File: src/rtl/pllseq_pkg.sv
package pllseq_pkg;

    localparam int NUM_PLL   = 5;
    localparam int IDX_W     = 3;
    localparam int NR_FW     = 6;
    localparam int NO_FW     = 4;
    localparam int NF_FW     = 13;
    localparam int BW_FW     = 12;
    localparam int NR_IW     = NR_FW + 1;
    localparam int NO_IW     = NO_FW + 1;
    localparam int NF_IW     = NF_FW + 1;
    localparam int MODE_W    = 2;
    localparam int STS_W     = 16;
    localparam int LOCK_BASE = 5;
    localparam int RATE_W    = 32;

    localparam int OSC_MHZ      = 24;
    localparam int VCO_MIN_MHZ  = 440;
    localparam int VCO_MAX_MHZ  = 2200;
    localparam int OUT_MAX_MHZ  = 2200;
    localparam int OUT_MIN_HALF = 55;   // 27.5 MHz counted in half-MHz steps
    localparam logic [RATE_W-1:0] SLOW_HZ = 32'd24000000;
    localparam logic [RATE_W-1:0] DEEP_HZ = 32'd32768;

    typedef enum logic [MODE_W-1:0] {
        MODE_SLOW   = 2'd0,
        MODE_NORMAL = 2'd1,
        MODE_DEEP   = 2'd2
    } pll_mode_e;

    typedef struct packed {
        logic [NR_FW-1:0] nr_m1;
        logic [NO_FW-1:0] no_m1;
        logic [NF_FW-1:0] nf_m1;
        logic [BW_FW-1:0] bwadj;
    } pll_fields_t;

    typedef struct packed {
        logic [IDX_W-1:0] pll;
        logic [NR_IW-1:0] nr;
        logic [NF_IW-1:0] nf;
        logic [NO_IW-1:0] no;
        logic             deep;
    } pll_req_t;

    typedef enum logic [3:0] {
        ST_IDLE, ST_SLOW, ST_RST, ST_LOAD, ST_SETTLE,
        ST_REL, ST_LOCK, ST_DEEP, ST_RESP
    } seq_state_e;

    function automatic pll_fields_t encode_fields(pll_req_t r);
        pll_fields_t f;
        f.nr_m1 = NR_FW'(r.nr - 1'b1);
        f.no_m1 = NO_FW'(r.no - 1'b1);
        f.nf_m1 = NF_FW'(r.nf - 1'b1);
        f.bwadj = BW_FW'((r.nf >> 1) - 1'b1);
        return f;
    endfunction

endpackage

File: src/rtl/pllseq_check.sv
module pllseq_check
    import pllseq_pkg::*;
(
    input  pll_req_t req,
    output logic     legal
);
    logic [31:0] nr, nf, no;
    logic        idx_ok, span_ok, par_ok, vco_ok, out_ok;

    always_comb begin
        nr      = 32'(req.nr);
        nf      = 32'(req.nf);
        no      = 32'(req.no);
        idx_ok  = 32'(req.pll) < NUM_PLL;
        span_ok = (nr != 0) && (nr <= (32'd1 << NR_FW)) &&
                  (nf != 0) && (nf <= (32'd1 << NF_FW)) &&
                  (no != 0) && (no <= (32'd1 << NO_FW));
        par_ok  = (no == 32'd1) || !no[0];
        vco_ok  = (32'(OSC_MHZ) * nf >= 32'(VCO_MIN_MHZ) * nr) &&
                  (32'(OSC_MHZ) * nf <= 32'(VCO_MAX_MHZ) * nr);
        out_ok  = (32'(2 * OSC_MHZ) * nf >= 32'(OUT_MIN_HALF) * nr * no) &&
                  (32'(OSC_MHZ) * nf <= 32'(OUT_MAX_MHZ) * nr * no);
        legal   = idx_ok && (req.deep || (span_ok && par_ok && vco_ok && out_ok));
    end
endmodule

File: src/rtl/pllseq_ctrl.sv
module pllseq_ctrl
    import pllseq_pkg::*;
#(
    parameter int SETTLE_CYC    = 1250,
    parameter int LOCK_WAIT_CYC = 2000
) (
    input  logic             clk,
    input  logic             rst,
    input  logic             req_valid,
    output logic             req_ready,
    input  pll_req_t         req,
    input  logic             legal,
    input  logic [STS_W-1:0] lock_sts,
    output logic             rsp_done,
    output logic             rsp_err,
    output logic [IDX_W-1:0] tgt,
    output logic             mode_we,
    output pll_mode_e        mode_val,
    output logic             rst_set,
    output logic             rst_clr,
    output logic             load_we,
    output pll_fields_t      load_val
);
    localparam int MAXC  = (SETTLE_CYC > LOCK_WAIT_CYC) ? SETTLE_CYC : LOCK_WAIT_CYC;
    localparam int CNT_W = $clog2(MAXC + 1);

    seq_state_e       state;
    pll_req_t         cur;
    logic             err_q;
    logic [CNT_W-1:0] cnt;
    logic [STS_W-1:0] sts_sh;
    logic             lock_hit;

    always_comb begin
        sts_sh   = lock_sts >> (LOCK_BASE + int'(cur.pll));
        lock_hit = sts_sh[0];
        tgt      = cur.pll;
        req_ready = (state == ST_IDLE);
        rsp_done = (state == ST_RESP);
        rsp_err  = err_q;
        rst_set  = (state == ST_RST);
        rst_clr  = (state == ST_REL);
        load_we  = (state == ST_LOAD);
        load_val = encode_fields(cur);
        mode_we  = (state == ST_SLOW) || (state == ST_DEEP) ||
                   ((state == ST_LOCK) && lock_hit);
        if (state == ST_LOCK) mode_val = MODE_NORMAL;
        else if (cur.deep)    mode_val = MODE_DEEP;
        else                  mode_val = MODE_SLOW;
    end

    always_ff @(posedge clk) begin
        if (rst) begin
            state <= ST_IDLE;
            cur   <= '0;
            err_q <= 1'b0;
            cnt   <= '0;
        end else begin
            case (state)
                ST_IDLE: if (req_valid) begin
                    cur   <= req;
                    err_q <= !legal;
                    if (!legal)        state <= ST_RESP;
                    else if (req.deep) state <= ST_DEEP;
                    else               state <= ST_SLOW;
                end
                ST_SLOW: state <= ST_RST;
                ST_RST:  state <= ST_LOAD;
                ST_LOAD: begin
                    cnt   <= '0;
                    state <= ST_SETTLE;
                end
                ST_SETTLE: begin
                    if (cnt == CNT_W'(SETTLE_CYC - 1)) state <= ST_REL;
                    else cnt <= cnt + 1'b1;
                end
                ST_REL: begin
                    cnt   <= '0;
                    state <= ST_LOCK;
                end
                ST_LOCK: begin
                    if (lock_hit) begin
                        err_q <= 1'b0;
                        state <= ST_RESP;
                    end else if (cnt == CNT_W'(LOCK_WAIT_CYC - 1)) begin
                        err_q <= 1'b1;
                        state <= ST_RESP;
                    end else begin
                        cnt <= cnt + 1'b1;
                    end
                end
                ST_DEEP: state <= ST_RESP;
                ST_RESP: state <= ST_IDLE;
                default: state <= ST_IDLE;
            endcase
        end
    end

    // the lock wait never runs past its window
    assert_lock_window_R8: assert property (@(posedge clk) disable iff (rst)
        (state == ST_LOCK) |-> (cnt < CNT_W'(LOCK_WAIT_CYC)));

    // a finished request leaves the block idle
    assert_ready_after_done_R11: assert property (@(posedge clk) disable iff (rst)
        rsp_done |=> req_ready);
endmodule

File: src/rtl/pllseq_rate.sv
module pllseq_rate
    import pllseq_pkg::*;
(
    input  logic              clk,
    input  logic              rst,
    input  logic              sel_ok,
    input  pll_mode_e         mode,
    input  pll_fields_t       fld,
    output logic [RATE_W-1:0] rate_hz
);
    logic [31:0] nr, nf, no, mhz;
    logic [RATE_W-1:0] rate_d;

    always_comb begin
        nr  = 32'(fld.nr_m1) + 32'd1;
        nf  = 32'(fld.nf_m1) + 32'd1;
        no  = 32'(fld.no_m1) + 32'd1;
        mhz = (32'(OSC_MHZ) * nf) / (nr * no);
        if (!sel_ok)                  rate_d = '0;
        else if (mode == MODE_SLOW)   rate_d = SLOW_HZ;
        else if (mode == MODE_NORMAL) rate_d = mhz * 32'd1000000;
        else                          rate_d = DEEP_HZ;
    end

    always_ff @(posedge clk) begin
        if (rst) rate_hz <= '0;
        else     rate_hz <= rate_d;
    end

    // a running PLL always reads back inside the legal output window
    assert_normal_rate_R9: assert property (@(posedge clk) disable iff (rst)
        (sel_ok && mode == MODE_NORMAL) |=>
        (rate_hz >= 32'd27000000 && rate_hz <= 32'd2200000000));
endmodule

File: src/rtl/pllseq_top.sv
module pllseq_top
    import pllseq_pkg::*;
#(
    parameter int CLK_HZ        = 125000000,
    parameter int SETTLE_US     = 10,
    parameter int LOCK_WAIT_CYC = 2000
) (
    input  logic                       clk,
    input  logic                       rst,
    input  logic                       req_valid,
    output logic                       req_ready,
    input  logic [IDX_W-1:0]           req_pll,
    input  logic [NR_IW-1:0]           req_nr,
    input  logic [NF_IW-1:0]           req_nf,
    input  logic [NO_IW-1:0]           req_no,
    input  logic                       req_deep,
    output logic                       rsp_done,
    output logic                       rsp_err,
    input  logic [STS_W-1:0]           lock_sts,
    output logic [NUM_PLL*MODE_W-1:0]  pll_mode,
    output logic [NUM_PLL-1:0]         pll_reset,
    output logic [NUM_PLL*NR_FW-1:0]   pll_nr_m1,
    output logic [NUM_PLL*NO_FW-1:0]   pll_no_m1,
    output logic [NUM_PLL*NF_FW-1:0]   pll_nf_m1,
    output logic [NUM_PLL*BW_FW-1:0]   pll_bwadj,
    input  logic [IDX_W-1:0]           rd_pll,
    output logic [RATE_W-1:0]          rd_rate_hz
);
    localparam int SETTLE_RAW = (CLK_HZ / 1000000) * SETTLE_US;
    localparam int SETTLE_CYC = (SETTLE_RAW < 1) ? 1 : SETTLE_RAW;
    localparam int HOLD_W     = $clog2(SETTLE_CYC + 4) + 1;

    pll_req_t    req;
    logic        legal;
    logic [IDX_W-1:0] tgt;
    logic        mode_we, rst_set, rst_clr, load_we;
    pll_mode_e   mode_val;
    pll_fields_t load_val;

    pll_mode_e   mode_q [NUM_PLL];
    logic        rst_q  [NUM_PLL];
    pll_fields_t fld_q  [NUM_PLL];

    assign req = '{pll: req_pll, nr: req_nr, nf: req_nf, no: req_no, deep: req_deep};

    pllseq_check u_check (.req(req), .legal(legal));

    pllseq_ctrl #(.SETTLE_CYC(SETTLE_CYC), .LOCK_WAIT_CYC(LOCK_WAIT_CYC)) u_ctrl (
        .clk(clk), .rst(rst), .req_valid(req_valid), .req_ready(req_ready),
        .req(req), .legal(legal), .lock_sts(lock_sts),
        .rsp_done(rsp_done), .rsp_err(rsp_err), .tgt(tgt),
        .mode_we(mode_we), .mode_val(mode_val), .rst_set(rst_set),
        .rst_clr(rst_clr), .load_we(load_we), .load_val(load_val)
    );

    for (genvar g = 0; g < NUM_PLL; g++) begin : g_pll
        logic             hit;
        logic [HOLD_W-1:0] hold_cnt;
        assign hit = (tgt == IDX_W'(g));

        always_ff @(posedge clk) begin
            if (rst) begin
                mode_q[g] <= MODE_SLOW;
                rst_q[g]  <= 1'b0;
                fld_q[g]  <= '0;
            end else if (hit) begin
                if (mode_we) mode_q[g] <= mode_val;
                if (rst_set)      rst_q[g] <= 1'b1;
                else if (rst_clr) rst_q[g] <= 1'b0;
                if (load_we) fld_q[g] <= load_val;
            end
        end

        // checker counter: cycles the reset output has been high
        always_ff @(posedge clk) begin
            if (rst || !rst_q[g])            hold_cnt <= '0;
            else if (!(&hold_cnt))           hold_cnt <= hold_cnt + 1'b1;
        end

        assign pll_mode[g*MODE_W +: MODE_W]  = mode_q[g];
        assign pll_reset[g]                  = rst_q[g];
        assign pll_nr_m1[g*NR_FW +: NR_FW]   = fld_q[g].nr_m1;
        assign pll_no_m1[g*NO_FW +: NO_FW]   = fld_q[g].no_m1;
        assign pll_nf_m1[g*NF_FW +: NF_FW]   = fld_q[g].nf_m1;
        assign pll_bwadj[g*BW_FW +: BW_FW]   = fld_q[g].bwadj;

        // reset and normal mode never overlap
        assert_reset_not_normal_R4: assert property (@(posedge clk) disable iff (rst)
            rst_q[g] |-> (mode_q[g] != MODE_NORMAL));

        // fields only move while reset is held
        assert_fields_held_R4: assert property (@(posedge clk) disable iff (rst)
            !rst_q[g] |=> $stable(fld_q[g]));

        // reset pulse covers the settle time
        assert_settle_len_R5: assert property (@(posedge clk) disable iff (rst)
            $fell(rst_q[g]) |-> (hold_cnt >= HOLD_W'(SETTLE_CYC)));

        // normal mode is entered only with the lock flag up
        assert_lock_seen_R7: assert property (@(posedge clk) disable iff (rst)
            $rose(mode_q[g] == MODE_NORMAL) |-> $past(lock_sts[LOCK_BASE + g]));
    end

    // at most one PLL held in reset
    logic [NUM_PLL-1:0] rst_vec;
    always_comb for (int k = 0; k < NUM_PLL; k++) rst_vec[k] = rst_q[k];
    assert_one_in_reset_R11: assert property (@(posedge clk) disable iff (rst)
        $onehot0(rst_vec));

    // readback select
    logic        sel_ok;
    pll_mode_e   sel_mode;
    pll_fields_t sel_fld;
    always_comb begin
        sel_ok   = 1'b0;
        sel_mode = MODE_SLOW;
        sel_fld  = '0;
        for (int k = 0; k < NUM_PLL; k++) begin
            if (rd_pll == IDX_W'(k)) begin
                sel_ok   = 1'b1;
                sel_mode = mode_q[k];
                sel_fld  = fld_q[k];
            end
        end
    end

    pllseq_rate u_rate (
        .clk(clk), .rst(rst), .sel_ok(sel_ok), .mode(sel_mode),
        .fld(sel_fld), .rate_hz(rd_rate_hz)
    );
endmodule

File: config.mk
export PLATFORM = sky130hd
export DESIGN_NAME = pllseq_top
export DESIGN_NICKNAME = d
export VERILOG_FILES = /design/src/rtl/pllseq_pkg.sv /design/src/rtl/pllseq_check.sv /design/src/rtl/pllseq_ctrl.sv /design/src/rtl/pllseq_rate.sv /design/src/rtl/pllseq_top.sv
export SDC_FILE = /design/constraint.sdc
export NUM_CORES = 1
export LEC_CHECK = 0
export BUFFER_PORTS_ARGS = -buffer_cell sky130_fd_sc_hd__buf_2
export CAP_MARGIN = 10
export CORE_ASPECT_RATIO = 0.6
export CORE_UTILIZATION = 45
export CTS_CLUSTER_DIAMETER = 40
export DETAILED_ROUTE_END_ITERATION = 10
export SETUP_SLACK_MARGIN = 0.05
export SLEW_MARGIN = 20
export SYNTH_ARGS = -nofsm -noshare
export SYNTH_HDL_FRONTEND = slang
export SYNTH_HIERARCHICAL = 1
export SYNTH_SLANG_ARGS = --single-unit
File: constraint.sdc
create_clock -name clk -period 221.3 [get_ports clk]
set_input_delay 22.13 -clock clk [delete_from_list [all_inputs] [get_ports clk]]
set_output_delay 22.13 -clock clk [all_outputs]
set_load 0.02 [all_outputs]
# Word level (Yosys, flattened, before mapping)
# Memories as Yosys holds them, arrays and structs flattened.
# Index checks and enable logic that the tools add are counted.
# word_totals
mem_bits_rw,190
out_inout_bits,225
romBits,0
regBits,75
in_bits,52
mem_count,3
latchBits,0
# memory_table
name,words,word_bits,read_ports,rd_ports_with_merged_regs,wr,line,text
fld_q,5,35,5,0,5,pllseq_top.sv:42,pll_fields_t fld_q [NUM_PLL];
mode_q,5,2,5,0,5,pllseq_top.sv:40,pll_mode_e mode_q [NUM_PLL];
rst_q,5,1,5,0,5,pllseq_top.sv:41,logic rst_q [NUM_PLL];
# classes
n_reduce_logical,35
order_cmp,8
n_addsub,9
n_shift,1
n_div,1
n_eq_ne,26
bitwise_logic,22
muxes,121
mul,10
# ops
cell,n
$mux 35,10
$mux 1,85
$mux 25,2
$mux 11,3
$pmux 11 s3,1
$div 32x32->32,1
$mul 2x14->16 const A,2
$mul 2x32->29 const A,1
$mul 32x14->26 const B,1
$mul 32x32->32,1
$pmux 4 s8,1
$shr 16x32->1,1
$mul 6x7->13 const A,2
$le 19x24->1,1
$mux 2,12
$eq 11x11->1 const B,2
$mul 16x5->21,1
$ge 20x18->1,1
$mux 4,5
$or 1x1->1,20
$ge 19x16->1,1
$le 19x19->1,1
$mul 13x5->18,1
$eq 4x3->1 const B,4
other kinds (45),73

# Depth between registers and ports, before layout
# logic_depth
word_depth,14
ltp_mapped,532
mapped_depth_nobuf,485

# Cells and area by module
# The synthesis kept the hierarchy.
# by_module_without_submodules
mod,n_inst,cells_per_inst,area_each_um2
pllseq_rate,1,3737,27079.7
pllseq_top,1,662,8725.9
pllseq_check,1,992,8207.9
pllseq_ctrl,1,345,2687.6

# Worst setup path before layout
# Ideal clock, no wire load.
# synth_path
path_kind,input -> register
start,in rd_pll[2]
end,reg u_rate.rate_hz[31]
cell_stages,508
path_slack_ns,100.232
t_arrival_ns,120.951
t_required_ns,221.183
setup_ns,0.117
path_cell_list,buf_2 > or3b_2 > buf_2 > clkbuf_1 > a31oi_1 > ha_1 > nand3_1 > xor2_1 > nor2_1 > fa_1 > inv_1 > fa_1 > fa_1 > inv_1 > ha_1 > buf_2 > and3_1 > a22oi_1 > [472 not listed] > o21a_1 > o21a_1 > o21ai_0 > nand2b_1 > a21oi_1 > o21bai_1 > a21oi_1 > o21bai_1 > a21oi_1 > o21bai_1 > a21oi_1 > o21bai_1 > a21oi_1 > xnor2_1 > xnor2_1 > xnor2_1 > xnor2_1 > nor2_1
# synth_rtl
item,line,text
"start, declared",pllseq_top.sv:26,"input logic [IDX_W-1:0] rd_pll,"
"end signal, assigned",pllseq_rate.sv:27,else rate_hz <= rate_d;
"end, declared",pllseq_rate.sv:9,output logic [RATE_W-1:0] rate_hz

==> results.tsv <==
stage	metric	value	unit
clocking	TritonCTS buffer count	45	
placement	post-placement cell count	7150	
yosys	post-synthesis area per instance	8.16	um^2
clocking	Post-CTS Setup Bufs	0	
sta	Slew HR	0.220	
sta	setup tns final	0	ps
routing	WL final	148000	um
finish	layout cells sized above 1	0.108	
placement	Port Buffer Count	262	
clocking	Root Driver	clkbuf_16	
finish	Final nets	6729	
finish	most frequent cells in the layout	640 x ha_1, 478 x nand2_1, 417 x nor2_1, 381 x inv_1, 345 x a21oi_1	
placement	detailed placer's ending HPWL	117000	um
global_route	initial antenna violation count	0	
clocking	H-tree depth	2	
finish	Layout Utilization	0.499	
clocking	TritonCTS clock tree	built	
floorplan	I/O pins	277	
sta	worst-margin pin slew	1160	ps
global_route	M2 GR Usage	0.373	
sta	final setup fails	0	
setup_path	Worst EP required	221710	ps
clocking	clock tree buffer depth	3	
global_route	GR peak layer	met1	
routing	WL/cell	20.4	um
floorplan	full die area	104000	um^2
global_route	grt met1 use	0.447	
clocking	total clock sinks	259	
setup_path	Worst path max stage delay	960	ps
floorplan	die extent in y	250	um
finish	Fillers	9775	
global_route	final global-route overflow total	0	
placement	Final GP Congestion	0.906	
clocking	clock latency on the worst-skew pair	590	ps
yosys	Post-Syn Area	46300	um^2
routing	Via-to-Cell Ratio	5.99	
setup_path	WS Path Type	input port to flop	
routing	DRT antenna net count	0	
setup_path	crit path max-delay cell type	a31oi_1	
finish	Finished Layout Cells	7233	
sta	Max Slew Vio Count	0	
yosys	cell count after synthesis	5675	
floorplan	Die X-Extent	416	um
status	status	finished with violations	
setup_path	WP data arrival	137370	ps
status	failing checks	DRC	
global_route	number of global-route vias before repair	39400	
sta	Fin. Hold Viols	0	
job	maxcap violations	0	
sta	fmax	7.30	MHz
routing	initial drt markers	4152	
global_route	first-pass GRT wire length	230000	um
global_route	largest net degree at the start of global routing	72	
global_route	met3 usage	0.0432	
sta	Final Skew	41.3	ps
setup_path	type of origin of the critical path	input port	
clocking	post-CTS sizing	0	
setup_path	most used cell along the critical path	o21a_1	
finish	most common cell after layout, fill and taps aside	ha_1	
setup_path	worst-path fanout max	34	
hold_path	Hold/Removal Path Class	flop to flop	
sta	min Tclk post-route	136960	ps
global_route	GRT Total Usage	0.274	
routing	# DRC	1	
floorplan	Core Box Area	101000	um^2
sta	RSZ-0062 raised after global routing	false	
sta	crit share post-route	0.619	
yosys	Yosys warning count	6	
clocking	CTS clk-pin slew, worst paths	50	ps
floorplan	Initial Util	0.457	
clocking	CTS Hold Bufs	0	
finish	P&R area growth vs syn	9.02	%
routing	via count	43300	
setup_path	Worst setup EP type	flop	
floorplan	FP Rows	90	
routing	First-pass DRT Iterations	9	
==> per-layer routing <==
layer,routed length (um),share of wire
met5,0,0
met4,1930,0.013
met3,11600,0.079
met1,77300,0.52
met2,56800,0.38
==> final cells by class <==
class                   count  area, um^2  area share
diodes                      2        5.00   0.0000992
clock buffers              53        1200      0.0237
clock inverters            28         422     0.00836
inverters                 396        1490      0.0295
multi-input cells        4854       36900       0.732
flip-flops and latches    259        7090       0.140
well taps                1334        1670      0.0331
repair buffers            307        1650      0.0327
==> registers in the layout (all words and copies together), names as in the netlist <==
register and cells:
fld_q 175, u_rate/rate_hz 26, u_ctrl/cur 24, u_ctrl/cnt 11, mode_q 10, rst_q 5, u_ctrl/state 4, u_ctrl/tgt 3
u_ctrl/rsp_err 1
==> metrics by stage <==
| stage | setup slack [ps] | area [um^2] | hold slack [ps] |
|---|---|---|---|
| after global routing | 76560 | 50500 | 471 |
| after global placement | 87080 | 48800 | 440 |
| after floorplan | 100270 | 46400 | 432 |
| final | 84340 | 50500 | 449 |
| after CTS | 86270 | 50500 | 449 |
| after detailed placement | 85960 | 48800 | 442 |
==> path summary, 6_finish.rpt <==
kind | endpoint | startpoint | cells past startpoint | slack [ps]
setup / recovery | u_rate/rate_hz[31]$_SDFF_PP0_ | rd_pll[1] | 465 | 84340
setup reg to reg | u_rate/rate_hz[31]$_SDFF_PP0_ | fld_q[3][25]$_SDFFCE_PN0P_ | 462 | 107040
hold reg to reg | u_ctrl/cur[0]$_SDFFE_PP0P_ | u_ctrl/cur[0]$_SDFFE_PP0P_ | 2 | 450
hold / removal | u_ctrl/cur[0]$_SDFFE_PP0P_ | u_ctrl/cur[0]$_SDFFE_PP0P_ | 2 | 450
==> worst max-delay path, delay by kind of cell <==
family	cells	cell delay, ps
xor+xnor	4	710
fa+ha+maj	40	14410
simple gates	121	29020
buf+inv	42	14540
compound gates	252	53980
mux	6	2160
Power is left out: the tool's default activity adds up to more than one toggle a clock period on the data nets, which glitch-free logic cannot reach.
